===== src/rtl/ring_cal_pkg.sv =====
package ring_cal_pkg;
  typedef enum logic [1:0] {
    ST_IDLE,
    ST_PATH,
    ST_ZERO,
    ST_SRCH
  } cal_state_e;

  typedef struct packed {
    logic close;
    logic bypass;
    logic invert;
  } loop_sel_t;

  localparam loop_sel_t SEL_IDLE = '{close: 1'b0, bypass: 1'b1, invert: 1'b0};
endpackage


===== src/rtl/ring_edge_sync.sv =====
module ring_edge_sync #(
  parameter int SYNC_STAGES = 2
) (
  input  logic clk_i,
  input  logic rst_ni,
  input  logic async_i,
  output logic rise_o
);
  // stages [0..SYNC_STAGES-1] synchronize, last one holds the previous sample
  logic [SYNC_STAGES:0] pipe_q;

  always_ff @(posedge clk_i or negedge rst_ni) begin
    if (!rst_ni) pipe_q <= '0;
    else         pipe_q <= {pipe_q[SYNC_STAGES-1:0], async_i};
  end

  assign rise_o = pipe_q[SYNC_STAGES-1] & ~pipe_q[SYNC_STAGES];
endmodule


===== src/rtl/ring_window_counter.sv =====
module ring_window_counter #(
  parameter int WIN_CYCLES = 4096,
  parameter int CNT_W      = 13
) (
  input  logic             clk_i,
  input  logic             rst_ni,
  input  logic             go_i,
  input  logic             rise_i,
  output logic             done_o,
  output logic [CNT_W-1:0] count_o
);
  localparam int TMR_W = $clog2(WIN_CYCLES);

  logic             busy_q;
  logic [TMR_W-1:0] tmr_q;
  logic [CNT_W-1:0] acc_q;
  logic [CNT_W-1:0] acc_nx;

  assign acc_nx = acc_q + CNT_W'(rise_i);

  always_ff @(posedge clk_i or negedge rst_ni) begin
    if (!rst_ni) begin
      busy_q  <= 1'b0;
      tmr_q   <= '0;
      acc_q   <= '0;
      done_o  <= 1'b0;
      count_o <= '0;
    end else begin
      done_o <= 1'b0;
      if (go_i) begin
        busy_q <= 1'b1;
        tmr_q  <= '0;
        acc_q  <= '0;
      end else if (busy_q) begin
        acc_q <= acc_nx;
        tmr_q <= tmr_q + 1'b1;
        if (tmr_q == TMR_W'(WIN_CYCLES - 1)) begin
          busy_q  <= 1'b0;
          done_o  <= 1'b1;
          count_o <= acc_nx;
        end
      end
    end
  end
endmodule


===== src/rtl/ring_cal_ctrl.sv =====
module ring_cal_ctrl
  import ring_cal_pkg::*;
#(
  parameter int CODE_W = 9,
  parameter int CNT_W  = 13
) (
  input  logic              clk_i,
  input  logic              rst_ni,
  input  logic              start_i,
  input  logic              meas_done_i,
  input  logic [CNT_W-1:0]  meas_cnt_i,
  output logic              meas_go_o,
  output loop_sel_t         sel_o,
  output logic [CODE_W-1:0] code_o,
  output logic [CODE_W-1:0] stored_o,
  output logic              done_o
);
  localparam int BIT_W = (CODE_W > 1) ? $clog2(CODE_W) : 1;

  cal_state_e        st_q;
  logic [CNT_W-1:0]  target_q;
  logic [BIT_W-1:0]  bit_q;
  logic [CODE_W-1:0] bit_mask;
  logic [CODE_W-1:0] next_code;
  logic              keep;

  assign bit_mask  = CODE_W'(1) << bit_q;
  assign keep      = meas_cnt_i >= target_q;
  assign next_code = keep ? code_o : (code_o & ~bit_mask);

  always_ff @(posedge clk_i or negedge rst_ni) begin
    if (!rst_ni) begin
      st_q      <= ST_IDLE;
      sel_o     <= SEL_IDLE;
      code_o    <= '0;
      stored_o  <= '0;
      done_o    <= 1'b0;
      meas_go_o <= 1'b0;
      target_q  <= '0;
      bit_q     <= '0;
    end else begin
      meas_go_o <= 1'b0;
      done_o    <= 1'b0;
      unique case (st_q)
        ST_IDLE: if (start_i) begin
          st_q      <= ST_PATH;
          sel_o     <= '{close: 1'b1, bypass: 1'b1, invert: 1'b0};
          code_o    <= '0;
          meas_go_o <= 1'b1;
        end
        ST_PATH: if (meas_done_i) begin
          if (meas_cnt_i == '0 && !sel_o.invert) begin
            sel_o.invert <= 1'b1;
            meas_go_o    <= 1'b1;
          end else begin
            target_q     <= meas_cnt_i >> 1;
            sel_o.bypass <= 1'b0;
            st_q         <= ST_ZERO;
            meas_go_o    <= 1'b1;
          end
        end
        ST_ZERO: if (meas_done_i) begin
          st_q      <= ST_SRCH;
          bit_q     <= BIT_W'(CODE_W - 1);
          code_o    <= CODE_W'(1) << (CODE_W - 1);
          meas_go_o <= 1'b1;
        end
        ST_SRCH: if (meas_done_i) begin
          if (bit_q == '0) begin
            code_o       <= next_code;
            stored_o     <= next_code;
            done_o       <= 1'b1;
            sel_o.close  <= 1'b0;
            sel_o.bypass <= 1'b1;
            st_q         <= ST_IDLE;
          end else begin
            code_o    <= next_code | (bit_mask >> 1);
            bit_q     <= bit_q - 1'b1;
            meas_go_o <= 1'b1;
          end
        end
        default: st_q <= ST_IDLE;
      endcase
    end
  end
endmodule


===== src/rtl/ring_delay_cal.sv =====
module ring_delay_cal
  import ring_cal_pkg::*;
#(
  parameter int CODE_W      = 9,
  parameter int WIN_CYCLES  = 4096,
  parameter int SYNC_STAGES = 2
) (
  input  logic              clk_i,
  input  logic              rst_ni,
  input  logic              start_i,
  input  logic              ring_i,
  output logic              loop_close_o,
  output logic              dl_bypass_o,
  output logic              loop_invert_o,
  output logic [CODE_W-1:0] dl_code_o,
  output logic [CODE_W-1:0] cal_code_o,
  output logic              done_o
);
  localparam int CNT_W = $clog2(WIN_CYCLES) + 1;

  logic             rise;
  logic             meas_go;
  logic             meas_done;
  logic [CNT_W-1:0] meas_cnt;
  loop_sel_t        sel;

  ring_edge_sync #(.SYNC_STAGES(SYNC_STAGES)) u_sync (
    .clk_i  (clk_i),
    .rst_ni (rst_ni),
    .async_i(ring_i),
    .rise_o (rise)
  );

  ring_window_counter #(.WIN_CYCLES(WIN_CYCLES), .CNT_W(CNT_W)) u_win (
    .clk_i  (clk_i),
    .rst_ni (rst_ni),
    .go_i   (meas_go),
    .rise_i (rise),
    .done_o (meas_done),
    .count_o(meas_cnt)
  );

  ring_cal_ctrl #(.CODE_W(CODE_W), .CNT_W(CNT_W)) u_ctrl (
    .clk_i      (clk_i),
    .rst_ni     (rst_ni),
    .start_i    (start_i),
    .meas_done_i(meas_done),
    .meas_cnt_i (meas_cnt),
    .meas_go_o  (meas_go),
    .sel_o      (sel),
    .code_o     (dl_code_o),
    .stored_o   (cal_code_o),
    .done_o     (done_o)
  );

  assign loop_close_o  = sel.close;
  assign dl_bypass_o   = sel.bypass;
  assign loop_invert_o = sel.invert;
endmodule


===== config.mk =====
export PLATFORM = sky130hd
export DESIGN_NAME = ring_delay_cal
export DESIGN_NICKNAME = d
export VERILOG_FILES = /design/src/rtl/ring_cal_pkg.sv /design/src/rtl/ring_edge_sync.sv /design/src/rtl/ring_window_counter.sv /design/src/rtl/ring_cal_ctrl.sv /design/src/rtl/ring_delay_cal.sv
export SDC_FILE = /design/constraint.sdc
export NUM_CORES = 1
export LEC_CHECK = 0
export BUFFER_PORTS_ARGS = -buffer_cell sky130_fd_sc_hd__buf_2
export CAP_MARGIN = 20
export CORE_MARGIN = 5
export CORE_UTILIZATION = 44
export DETAILED_ROUTE_END_ITERATION = 10
export SLEW_MARGIN = 20
export SYNTH_ARGS = -nofsm -noshare
export SYNTH_HDL_FRONTEND = slang
export SYNTH_HIERARCHICAL = 1
export SYNTH_SLANG_ARGS = --single-unit

===== constraint.sdc =====
create_clock -name clk_i -period 4.74 [get_ports clk_i]
set_input_delay 0.948 -clock clk_i [delete_from_list [all_inputs] [get_ports clk_i]]
set_output_delay 0.948 -clock clk_i [all_outputs]
set_load 0.02 [all_outputs]

==> metrics list, run 1 <==
- Max_cap viols: 0
- For this run the aggregate overflow at the end of global routing stands at 0.
* Drt first pass iters: 4
* TritonCTS clock tree: done
* Headroom to the max-slew limit: 0.390
- The endpoint identified for the worst register-to-register timing path is u_win/count_o[0]$_DFFE_PN0P_.
- Detailed routing placed a total of about 3700 um of wire on met2.
- Once routing completed, OpenROAD measured the worst setup slack at 2350 ps.
* Metal-1 WL: between 4000 and 5000 um
- Number of buffers added by the clock tree synthesis step: 9
- Post-route cell area: ~0.0049 mm2
- The total area inside the core boundary comes to 0.0102 mm2.
- DRC violation count after routing: 0
- Max H-tree Level: 3
- Hold-fix buffers, CTS: 0
- Area overhead of the layout relative to synthesis: 7.49%
- Die outline area: between 0.01 and 0.015 mm2
- Pin count of the biggest net entering global routing: 85
* Average routed wire per standard cell: roughly 14 um
* Number of warnings reported in the yosys synthesis log: 6
- Post-synth net total: approximately 460
- The hold violation count in the final report came to 0.
- The final layout contains routed wiring with a total length of 8450 um.
- Diode count: 0
- Data on the critical path is required at its endpoint by between 4000 and 5000 ps.
- Number of global-route vias before repair: between 3000 and 4000
* Leakage: 2.30 nW
- Met3 routed WL: 325 um
- Final Net Count: approximately 480
- Placement Rows: 37
* Critical Path AT: between 2000 and 3000 ps
* Classification of the worst-slack hold path: reg -> reg
- Summing all placed instances gives a cell area of 0.00470 mm2.
- Hold Crit Endpoint: u_sync/pipe_q[1]$_DFF_PN0_
- Library cells used by synthesis: 60
- Fraction of registers with async set or reset after synthesis: 1.00
- Number of top-level pins: 26
- Number of flip-flops and latches in the synthesized netlist: 84
- Worst Tran Pin Value: slightly above 900 ps
- Routed vias: 3089
- Among all flip-flop cells after synthesis, the most frequent one is sky130_fd_sc_hd__dfrtp_1.
- Worst slack, placed: ~2300 ps
* Worst reg-to-reg setup slack: 2350 ps
* Startpoint of the lowest-slack register-to-register path: u_ctrl/meas_go_o$_DFF_PN0_
- Clock sink count: 84
* Clock-pin slew of the registers on the worst-case setup and hold paths: around 80 ps
- The first routing iteration left 127 violations.
- For this design the ratio of total power to cell area is between 200 and 300 mW/mm2.
- The cell count after synthesis came out at 434.
* Cell depth of the worst hold path: 0
- Class of the most critical setup path: reg -> reg
- Die Span X: around 110 um
- Number of buffers between clock root and the deepest sink: 2
* Number of setup buffers added after CTS: 0
- In this run the cell area of the synthesized design comes to 0.00451 mm2.
- Port Buffers: 25
- Setup repair after global routing left no endpoint under its margin.
- Dividing the final minimum period by the clock period gives 0.505.
- Die Ht: between 100 and 150 um
- First-pass GRT wire length: 15200 um
- Overall power: between 1 and 1.5 mW
- Cell at the root of the clock tree: sky130_fd_sc_hd__clkbuf_8
* Largest clock skew in the final design: roughly 6.3 ps
* Largest fanout on the critical path: 28
- Achievable clock frequency: ~0.42 GHz
- Setup tns final: 0 ps
- Sequential share of the synthesized area: 0.466
* Initial Util: 0.443
- Quantity of gates resized following cts: 0
* Mean instance size in the synthesized netlist: approximately 10 um2
- Result of the run: finished clean
- Setup violations remaining at the end of the flow were counted as 0.
- Worst VDD drop: around 0.20 mV
- Routed via count divided by cell count: between 5 and 6
* Worst hold path startpoint: u_sync/pipe_q[0]$_DFF_PN0_
- The congestion estimate from routability-driven global placement came to ~0.84.
* Final HPWL DP: 5900 um
* CP Capture Type: flop
- Final period demand of the worst path: about 2400 ps
- At the later pin of the worst-skew pair, clock insertion delay measures 340 ps.
* Category of the worst setup path launch point: flop
- The initial antenna violation count came to 0.
- Final-report max-slew violation count: 0
- Global routing usage summed across all routing layers: 0.147
* Count of flip-flops with a built-in enable after synthesis: 0
* Top Layer Used: met4
* Count of antenna-violating nets left after detailed routing: 0
* Reg2Reg Depth: 3
- Ratio of cells with drive above 1 in the final layout: 0.164
## per-stage QoR
| step | cells | hold WS (ps) | util |
|---|---|---|---|
| 6_report | 588 | 366 | 0.476 |
| 3_5_place_dp | 576 | 355 | 0.462 |
| 4_1_cts | 588 | 373 | 0.476 |
| 2_1_floorplan | 434 | 331 | - |
| 5_1_grt | 588 | 394 | 0.476 |
| 3_3_place_gp | 576 | 352 | 0.462 |
## report_power, final
group	switching, mW	internal, mW
clock network	0.230	0.194
registers	0.0351	0.740
logic	0.0468	0.0353
total	0.312	0.970
## cells by family after synthesis
| family | count (synthesis) | synth area share |
|---|---|---|
| XOR/XNOR | 28 | 0.0543 |
| buffers and inverters | 45 | 0.0457 |
| AND/OR/NAND/NOR | 153 | 0.180 |
| adder cells (fa/ha/maj) | 24 | 0.0665 |
| flip-flops | 84 | 0.466 |
| multiplexers | 29 | 0.0834 |
| AO/OA/AOI/OAI | 71 | 0.104 |
## critical path, cell delays in order (launching register included)
cell and delay [ps]:
sky130_fd_sc_hd__dfrtp_1 720, sky130_fd_sc_hd__nand2b_1 370, sky130_fd_sc_hd__nor4_4 780, sky130_fd_sc_hd__mux2_2 410
## cell type report
| type | instances | area [um2] |
|---|---|---|
| fillers | 973 | 5330 |
| multi-input cells | 305 | 2200 |
| flip-flops and latches | 84 | 2100 |
| well taps | 136 | 170 |
| clock buffers | 12 | 145 |
| repair buffers | 25 | 131 |
| inverters | 26 | 97.6 |
## synth_stat cells, types with 2 or more instances
master / n / area share
sky130_fd_sc_hd__a211oi_1: 2 / 0.0033
sky130_fd_sc_hd__a21o_1: 2 / 0.0033
sky130_fd_sc_hd__a21oi_1: 23 / 0.026
sky130_fd_sc_hd__a22o_1: 3 / 0.0058
sky130_fd_sc_hd__a311oi_1: 2 / 0.0039
sky130_fd_sc_hd__a41oi_1: 5 / 0.0097
sky130_fd_sc_hd__and3_1: 6 / 0.0083
sky130_fd_sc_hd__and4_1: 3 / 0.0058
sky130_fd_sc_hd__buf_2: 8 / 0.0089
sky130_fd_sc_hd__clkbuf_1: 7 / 0.0058
sky130_fd_sc_hd__dfrtp_1: 83 / 0.46
sky130_fd_sc_hd__ha_1: 24 / 0.067
sky130_fd_sc_hd__inv_1: 25 / 0.021
sky130_fd_sc_hd__mux2_2: 5 / 0.012
sky130_fd_sc_hd__mux2_4: 16 / 0.053
sky130_fd_sc_hd__mux2i_1: 8 / 0.018
sky130_fd_sc_hd__nand2_1: 43 / 0.036
sky130_fd_sc_hd__nand2b_1: 3 / 0.0042
sky130_fd_sc_hd__nand3_1: 12 / 0.013
sky130_fd_sc_hd__nand4_1: 11 / 0.015
sky130_fd_sc_hd__nor2_1: 38 / 0.032
sky130_fd_sc_hd__nor2b_1: 2 / 0.0028
sky130_fd_sc_hd__nor3_1: 12 / 0.013
sky130_fd_sc_hd__nor4_1: 5 / 0.0069
sky130_fd_sc_hd__nor4b_2: 2 / 0.0067
sky130_fd_sc_hd__o211ai_1: 3 / 0.0050
sky130_fd_sc_hd__o21ai_0: 14 / 0.016
sky130_fd_sc_hd__o22ai_1: 3 / 0.0042
sky130_fd_sc_hd__o31ai_1: 2 / 0.0033
sky130_fd_sc_hd__or3_1: 6 / 0.0083
sky130_fd_sc_hd__xnor2_1: 12 / 0.023
sky130_fd_sc_hd__xor2_1: 16 / 0.031
## registers in the layout, indices dropped and copies added (netlist names), 2 cells and up
name and cells:
u_win/count_o 13, u_sync/pipe_q 3, u_ctrl/code_o 9, u_ctrl/stored_o 9, u_win/acc_q 13, u_ctrl/sel_o 3
u_win/tmr_q 12, u_ctrl/bit_q 4, u_ctrl/st_q 2, u_ctrl/target_q 12
## routing by layer
metal / vias to the layer above / global-route usage
met5: - / 0
met4: 0 / 0.0592
met1: 1467 / 0.205
met3: 14 / 0.0278
li1: 1552 / -
met2: 56 / 0.227
## how the worst max path moves through the flow
stage	to	depth (start not counted)	startpoint	slack [ps]
finish	u_win/count_o[0]$_DFFE_PN0P_	3	u_ctrl/meas_go_o$_DFF_PN0_	2350
global route	u_win/count_o[2]$_DFFE_PN0P_	3	u_ctrl/meas_go_o$_DFF_PN0_	2160
CTS	u_win/count_o[0]$_DFFE_PN0P_	3	u_ctrl/meas_go_o$_DFF_PN0_	2310
detailed placement	u_win/count_o[0]$_DFFE_PN0P_	3	u_ctrl/meas_go_o$_DFF_PN0_	2320
global placement	u_win/count_o[2]$_DFFE_PN0P_	3	u_ctrl/meas_go_o$_DFF_PN0_	2370
floorplan	u_ctrl/code_o[8]$_DFFE_PN0P_	5	start_i	2880
## cells in the final DEF (no fill, tap or decap), drive strengths merged, types with 16 or more instances in the layout
cell,count
dfrtp,83
nand2,44
nor2,39
inv,25
buf,25
ha,24
a21oi,23
mux2,21
xor2,16
o21ai,16
No activity file was read; power rests on OpenSTA's default activity.
==> run 2: changes to the inputs <==
Settings changed: ABC_AREA from default to 1.
Clock period 4.74 ns to 2.3 ns, I/O delays scaled along.
==> metrics list, run 2 <==
* Final period demand of the worst path: 1860 ps
- Dominant synthesized flop cell: sky130_fd_sc_hd__dfrtp_1
- Leakage: approximately 2.7 nW
- The critical path in this run is classified as reg -> reg.
* Final HPWL DP: slightly below 7000 um
* Critical Path AT: ~2100 ps
- Initial antenna violation count: 0
- Across all register-to-register paths, the minimum setup slack is around 440 ps.
- In this run the core area contains 37 standard-cell rows.
- Setup violations remaining at the end of the flow were counted as 0.
- Port Buffers: 25
- Synthesis produced a netlist with a net count of between 600 and 700.
- After synthesis, the mean cell area works out to around 7.8 um2.
- Headroom to the max-slew limit: 0.653
* Clock sink count: 84
- Quantity of gates resized following cts: 0
- The longest clock path from root to sink contains 2 buffers.
- CP Capture Type: flop
- Largest clock skew in the final design: between 10 and 15 ps
* Pin count of the biggest net entering global routing: 39
* Clock network latency to the later pin of the worst-skew pair: around 350 ps
- Dividing the final minimum period by the clock period gives 0.808.
- Achievable clock frequency: 0.538 GHz
- Classification of the worst-slack hold path: in -> async
* Routed vias: between 3000 and 4000
* # placed instances: approximately 740
- Count leader, synth: sky130_fd_sc_hd__nand2_1
- Final-report max-slew violation count: 0
- CTS built an H-tree with a depth of 3.
- Start point of the critical path: u_win/count_o[10]$_DFFE_PN0P_
* Cell at the root of the clock tree: sky130_fd_sc_hd__clkbuf_8
* Most common cell after layout, fill and taps aside: sky130_fd_sc_hd__nand2_1
- The number of antenna diodes in the final layout is 0.
- Hold-fix buffers, CTS: 0
* Final core utilization: 0.501
- Final hold violation count: 0
* Most common library cells after synthesis: 184 x sky130_fd_sc_hd__nand2_1, 83 x sky130_fd_sc_hd__dfrtp_1, 83 x sky130_fd_sc_hd__inv_1, 51 x sky130_fd_sc_hd__nor2_1, 38 x sky130_fd_sc_hd__nand3_1
- Worst VDD drop: 0.454 mV
* Sum of routed wire length over all layers: between 9000 and 10000 um
- TritonCTS clock tree: done
* Max_cap viols: 0
* Netlist area before placement: roughly 0.0046 mm2
- By area the synthesized netlist is led by sky130_fd_sc_hd__dfrtp_1 45%, sky130_fd_sc_hd__nand2_1 15%, sky130_fd_sc_hd__inv_1 6.8%, sky130_fd_sc_hd__ha_1 6.6%, sky130_fd_sc_hd__nor2_1 4.2%.
* Largest fanout on the critical path: 10
* Number of warnings reported in the yosys synthesis log: 6
- Sum of overflow across all layers after global routing: 0
- Cell area power density: roughly 720 mW/mm2
- Post-route insts no fill: 760
* Worst Tran Pin Value: 521 ps
- Die outline area: ~0.013 mm2
- The count of nets left with antenna violations once routing finished came out at 0.
* Registers with the highest flip-flop counts: u_win/acc_q (13), u_win/count_o (13)
- Number of global-route vias before repair: around 3600
- Die Span X: ~110 um
- Final Net Count: about 650
- Hold is met by around 77 ps.
- Die Ht: ~110 um
- From synthesis to final layout, the design area changed by 12.0%.
- In the synthesized netlist the async set-or-reset flop fraction comes to 1.00.
* Number of setup buffers added after CTS: 0
- For this run, design rule violations remaining after detail routing come to 0.
- Library cells used by synthesis: 37
- After the first detailed-routing iteration, the DRC count stood at around 170.
- After routing, the total negative slack on setup checks comes to 0 ps.
* Ratio of cells with drive above 1 in the final layout: 0.120
* Sequential share of the synthesized area: 0.459
* Count of flip-flops with a built-in enable after synthesis: 0
- Floorplan Core Area: roughly 0.010 mm2
- Placer's final routability congestion estimate: ~0.83
- 26 I/O pins were placed.
- At the worst endpoint, the required time is 2540 ps.
- Category of the worst setup path launch point: flop
- First-pass GRT wire length: 16800 um
- Result of the run: finished clean
* Area share of the leading cell type in the synthesized netlist: 0.454
* Number of flip-flops and latches in the synthesized netlist: 84
- Setup repair after global routing left no endpoint under its margin.
* Global routing usage summed across all routing layers: 0.160
- Buffers inserted during clock tree synthesis total 9.
- Startpoint of the lowest-slack register-to-register path: u_win/count_o[10]$_DFFE_PN0P_
* Largest area contributor in the synthesized netlist: sky130_fd_sc_hd__dfrtp_1
- Routed via count divided by cell count: between 4 and 5
* Drt first pass iters: 4
- For this configuration, the core starts out at a cell density of 0.448.
* Number of standard cells after synthesis: around 600
* Clock-pin slew of the registers on the worst-case setup and hold paths: about 80 ps
- Average routed wire per standard cell: between 10 and 15 um
- In the layout the commonest cells are 184 x sky130_fd_sc_hd__nand2_1, 83 x sky130_fd_sc_hd__inv_1, 83 x sky130_fd_sc_hd__dfrtp_1.
-- run 2: cell types whose count changed after synthesis, moves of 7 or more --
cell / before / now
sky130_fd_sc_hd__nand2_1: 43 / 184
sky130_fd_sc_hd__inv_1: 25 / 83
sky130_fd_sc_hd__nand3_1: 12 / 38
sky130_fd_sc_hd__mux2_4: 16 / 0
sky130_fd_sc_hd__o21ai_0: 14 / 30
sky130_fd_sc_hd__nor2_1: 38 / 51
sky130_fd_sc_hd__xor2_1: 16 / 3
sky130_fd_sc_hd__xnor2_1: 12 / 1
sky130_fd_sc_hd__mux2i_1: 8 / 0
sky130_fd_sc_hd__nand2_2: 0 / 8
sky130_fd_sc_hd__nor3_1: 12 / 5
-- run 2: final timing paths --
check / cells past startpoint / to
worst max-delay path: 11 / u_ctrl/code_o[5]$_DFFE_PN0P_
worst min-delay path: 1 / u_ctrl/target_q[9]$_DFFE_PN0P_
worst max register to register: 11 / u_ctrl/code_o[5]$_DFFE_PN0P_
worst min register to register: 0 / u_sync/pipe_q[1]$_DFF_PN0_
max in group asynchronous: 2 / u_win/acc_q[4]$_DFFE_PN0P_
min in group clk_i: 1 / u_sync/pipe_q[0]$_DFF_PN0_
-- run 2: worst max-delay path, stage by stage (launching register included) --
cell	delay (ps)
sky130_fd_sc_hd__dfrtp_1	430
sky130_fd_sc_hd__ha_1	340
sky130_fd_sc_hd__nand2_1	70
sky130_fd_sc_hd__nand2_1	60
sky130_fd_sc_hd__a21oi_2	120
sky130_fd_sc_hd__nand2_2	80
sky130_fd_sc_hd__nor2_4	250
sky130_fd_sc_hd__nand2_4	130
sky130_fd_sc_hd__nand2_1	100
sky130_fd_sc_hd__nand3_1	70
sky130_fd_sc_hd__nand2_1	60
sky130_fd_sc_hd__nand2_1	50
-- run 2: per-layer routing --
metal,GRT usage,part of all wire,up-vias
li1,-,-,1922
met1,0.219,0.49,1657
met2,0.259,0.47,46
met3,0.0264,0.030,12
met4,0.0601,0.015,0
met5,0,0,-
-- run 2: metrics by stage --
step / power [mW] / area (um2) / worst slack (ps)
after floorplan: 2.23 / 4580 / 673
after global placement: 2.44 / 4880 / 475
after detailed placement: 2.46 / 4880 / 466
after CTS: 3.74 / 5130 / 434
after global routing: 3.92 / 5130 / 248
final: 3.70 / 5130 / 440
-- run 2: where the power goes --
group / internal (mW) / switching [mW] / total (mW)
Sequential: 1.57 / 0.0852 / 1.65
Clock: 0.753 / 0.532 / 1.28
Combinational: 0.241 / 0.525 / 0.766
-- run 2: layout make-up --
cell class | instances | area (um2)
fill | 1002 | 5100
sequential | 84 | 2100
multi-input combinational | 406 | 2090
inverter | 87 | 332
timing repair buffer | 31 | 185
tap | 136 | 170
clock buffer | 12 | 145
clock inverter | 4 | 97.6
-- run 2: logic make-up (layout without fill, tap and decap cells) --
family                     Yosys count  in the layout  share of synthesized area
and+or+nand+nor                    311            311                      0.299
buffers and inverters               94            134                     0.0833
DFF                                 84             84                      0.459
AOI/OAI and AO/OA                   67             67                     0.0855
adders and majority gates           24             24                     0.0656
xor gates and xnor gates             4              4                    0.00765
==> run 3: changes to the inputs <==
Settings changed: ABC_AREA 1 to 0.
Clock period 2.3 ns to 1.49 ns, I/O delays scaled along.
==> metrics list, run 3 (same netlist as run 1, synthesis figures left out) <==
- Setup repair after global routing missed its margin: true
- Ratio of cells with drive above 1 in the final layout: 0.495
* Die outline area: 0.0124 mm2
* Largest fanout on the critical path: 11
- Placed cell areas: 0.00541 mm2
- Entering global routing, the biggest net connects 32 pins.
- Data on the critical path is required at its endpoint by 1760 ps.
- Dividing the detail-routed wire length by the instance count gives between 15 and 20 um.
* GR Layer Usage met2: 0.322
- The hold violation count in the final report is 0.
- The cell sitting at the root of the clock tree is a sky130_fd_sc_hd__clkbuf_8.
- In the global route stage, overall resource usage came out at 0.185.
* Switching power as a share of total power: 0.250
- TritonCTS built the clock tree.
* Startpoint of the lowest-slack register-to-register path: u_win/count_o[6]$_DFFE_PN0P_
- Maximum single-stage delay on the critical path: around 440 ps
- For the worst setup path, the data arrival time is just over 2000 ps.
* Cell class contributing the biggest share of worst-path delay: compound AO/OA/AOI/OAI gates
- Initial antenna violation count: 0
- Largest clock skew in the final design: 16.4 ps
- In this run the most critical hold path is launched from ring_i.
* Final-report max-slew violation count: 0
- The clock passes through at most 2 buffers.
* Period Utilization, post-route: 1.21
- Final HPWL DP: slightly above 7000 um
- The die is 111 um tall.
- Clock-pin slew was measured on the worst setup and hold paths at roughly 80 ps.
- Internal power component: 3.61 mW
- Across all layers, the routed design uses roughly 3700 vias.
* Category of the worst setup path launch point: flop
- Endpoint of the lowest-slack register-to-register path: u_ctrl/code_o[5]$_DFFE_PN0P_
- Clock network latency to the later pin of the worst-skew pair: between 300 and 400 ps
- Leaving out fill and tap cells, the most frequent cell in the layout is sky130_fd_sc_hd__buf_4.
- Result of the run: finished, violations left
* Placer's final routability congestion estimate: between 0.7 and 0.8
* Overall power: 4.81 mW
* Count of antenna-violating nets left after detailed routing: 0
- Max-cap violations in this run came to 0.
- Post-route cell area: ~0.0066 mm2
- Seq pwr share: 0.514
- Before antenna repair, the detailed router went through 4 iterations.
* Violations in the final reports: setup timing
- STA classifies the critical path endpoint as a flop.
- Area overhead of the layout relative to synthesis: 45.1%
- Combinational power share: 0.109
- CP Cell Sequence: ha_4 > and4_4 > o211ai_1 > o211ai_2 > a21oi_2 > buf_6 > a311oi_2
* Diode count: 0
- The path class of the tightest hold or removal check is in -> reg.
- Clock tree synthesis found a total of 84 sinks.
* Count of buffer and inverter cells on the critical path: 1
* DRC violation count after routing: 0
* Minimum setup slack in the final design: -313 ps
* Number of top-level pins: 26
- Floorplan Core Area: 0.0102 mm2
- Dividing the detail-routed via count by the number of cells gives between 5 and 6.
- Worst Tran Pin Value: ~480 ps
- After floorplanning, the core was divided into 37 placement rows.
- Final-report setup violation count: 57
- Number of buffers added by the clock tree synthesis step: 9
- The worst setup path is of the reg -> reg kind.
- In the layout the commonest cells are 88 x sky130_fd_sc_hd__buf_4, 79 x sky130_fd_sc_hd__dfrtp_1, 31 x sky130_fd_sc_hd__nand2_1.
* Setup tns final: -11210 ps
- The worst hold path terminates at u_sync/pipe_q[0]$_DFF_PN0_.
- GRT busiest layer: met2
* Number of global-route vias before repair: 3878
- Final core utilization: 0.643
- The total overflow left after global routing is 0.
- Cell with the biggest individual delay on the critical path: sky130_fd_sc_hd__dfrtp_1
* Cell depth of the worst hold path: 1
- Max H-tree Level: 3
- Headroom to the max-slew limit: 0.681
* Global Route met1 Usage: 0.234
- At the end of the flow, the number of nets in the layout was around 600.
- The share of total power dissipated in the clock network is 0.377.
- Summed over all cells, the static leakage comes to roughly 3.1 nW.
- Measured along the x axis, the die boundary spans ~110 um.
* Iteration-0 DRC count of the detailed router: 140
- Summed over all layers, the routed wires come to between 10000 and 15000 um.
* Port Buffers: 25
- First-pass GRT wire length: between 15000 and 20000 um
- Initial Util: 0.443
- Global-route track usage on met3: 0.0251
- Timing would allow up to between 0.5 and 0.6 GHz.
- Registers with the highest flip-flop counts: u_win/acc_q (13), u_win/count_o (13)
- Final period demand of the worst path: between 1500 and 2000 ps
- For the worst flop-to-flop path, the logic depth is 7.
* Net switching power figure: ~1.2 mW
- Tracing the worst setup path back leads to its startpoint at u_win/count_o[6]$_DFFE_PN0P_.
- Worst reg-to-reg setup slack: -310 ps
- Worst VDD drop: 0.537 mV
* Cell area power density: roughly 730 mW/mm2
run 3: worst reg2reg max path, stage by stage (launching register included):
cell and delay, ps:
sky130_fd_sc_hd__dfrtp_1 440, sky130_fd_sc_hd__ha_4 300, sky130_fd_sc_hd__and4_4 230, sky130_fd_sc_hd__o211ai_1 100, sky130_fd_sc_hd__o211ai_2 230, sky130_fd_sc_hd__a21oi_2 90
sky130_fd_sc_hd__buf_6 150, sky130_fd_sc_hd__a311oi_2 190
run 3: how the worst max path moves through the flow:
stage          depth (start not counted)                             end
2_1_floorplan                          7  u_ctrl/stored_o[2]$_DFFE_PN0P_
3_3_place_gp                           6    u_ctrl/code_o[3]$_DFFE_PN0P_
3_5_place_dp                           6    u_ctrl/code_o[3]$_DFFE_PN0P_
4_1_cts                                7    u_ctrl/code_o[5]$_DFFE_PN0P_
5_1_grt                                7    u_ctrl/code_o[7]$_DFFE_PN0P_
6_report                               7    u_ctrl/code_o[5]$_DFFE_PN0P_
run 3: power groups by stage:
stage	clock, mW	sequential, mW	combinational, mW
6_report	1.81	2.47	0.525
5_1_grt	1.96	2.48	0.581
4_1_cts	1.87	2.46	0.493
3_5_place_dp	0	2.50	0.423
3_3_place_gp	0	2.49	0.408
2_1_floorplan	0	2.47	0.243
run 3: what timing repair did:
action	in CTS	in global routing
endpoints found under the setup margin	57	68
cloned	2	1
endpoints found under the hold margin	10	0
resized for setup	69	71
pin swaps	33	25
hold buffers	1	0
buffers inserted	22	17
run 3: final cells by class:
cell class / instances / area, um2
well taps: 136 / 170
multi-input cells: 306 / 2810
repair buffers: 140 / 1140
fillers: 764 / 3630
inverters: 26 / 105
flip-flops and latches: 84 / 2110
clock buffers: 11 / 141
clock inverters: 5 / 75.1
run 3: per-layer routing:
layer	share of wire	wire, um	vias to the layer above
met3	0.030	340	16
li1	-	-	1790
met5	0	0	-
met1	0.44	4980	1825
met4	0.018	207	0
met2	0.51	5870	56
run 3: stage by stage:
step,hold slack (ps),setup slack (ps),cells
after global placement,178,-305,654
after detailed placement,178,-333,654
final,40.2,-313,708
after global routing,29.9,-386,708
after floorplan,2.41,-168,434
after CTS,23.0,-318,694
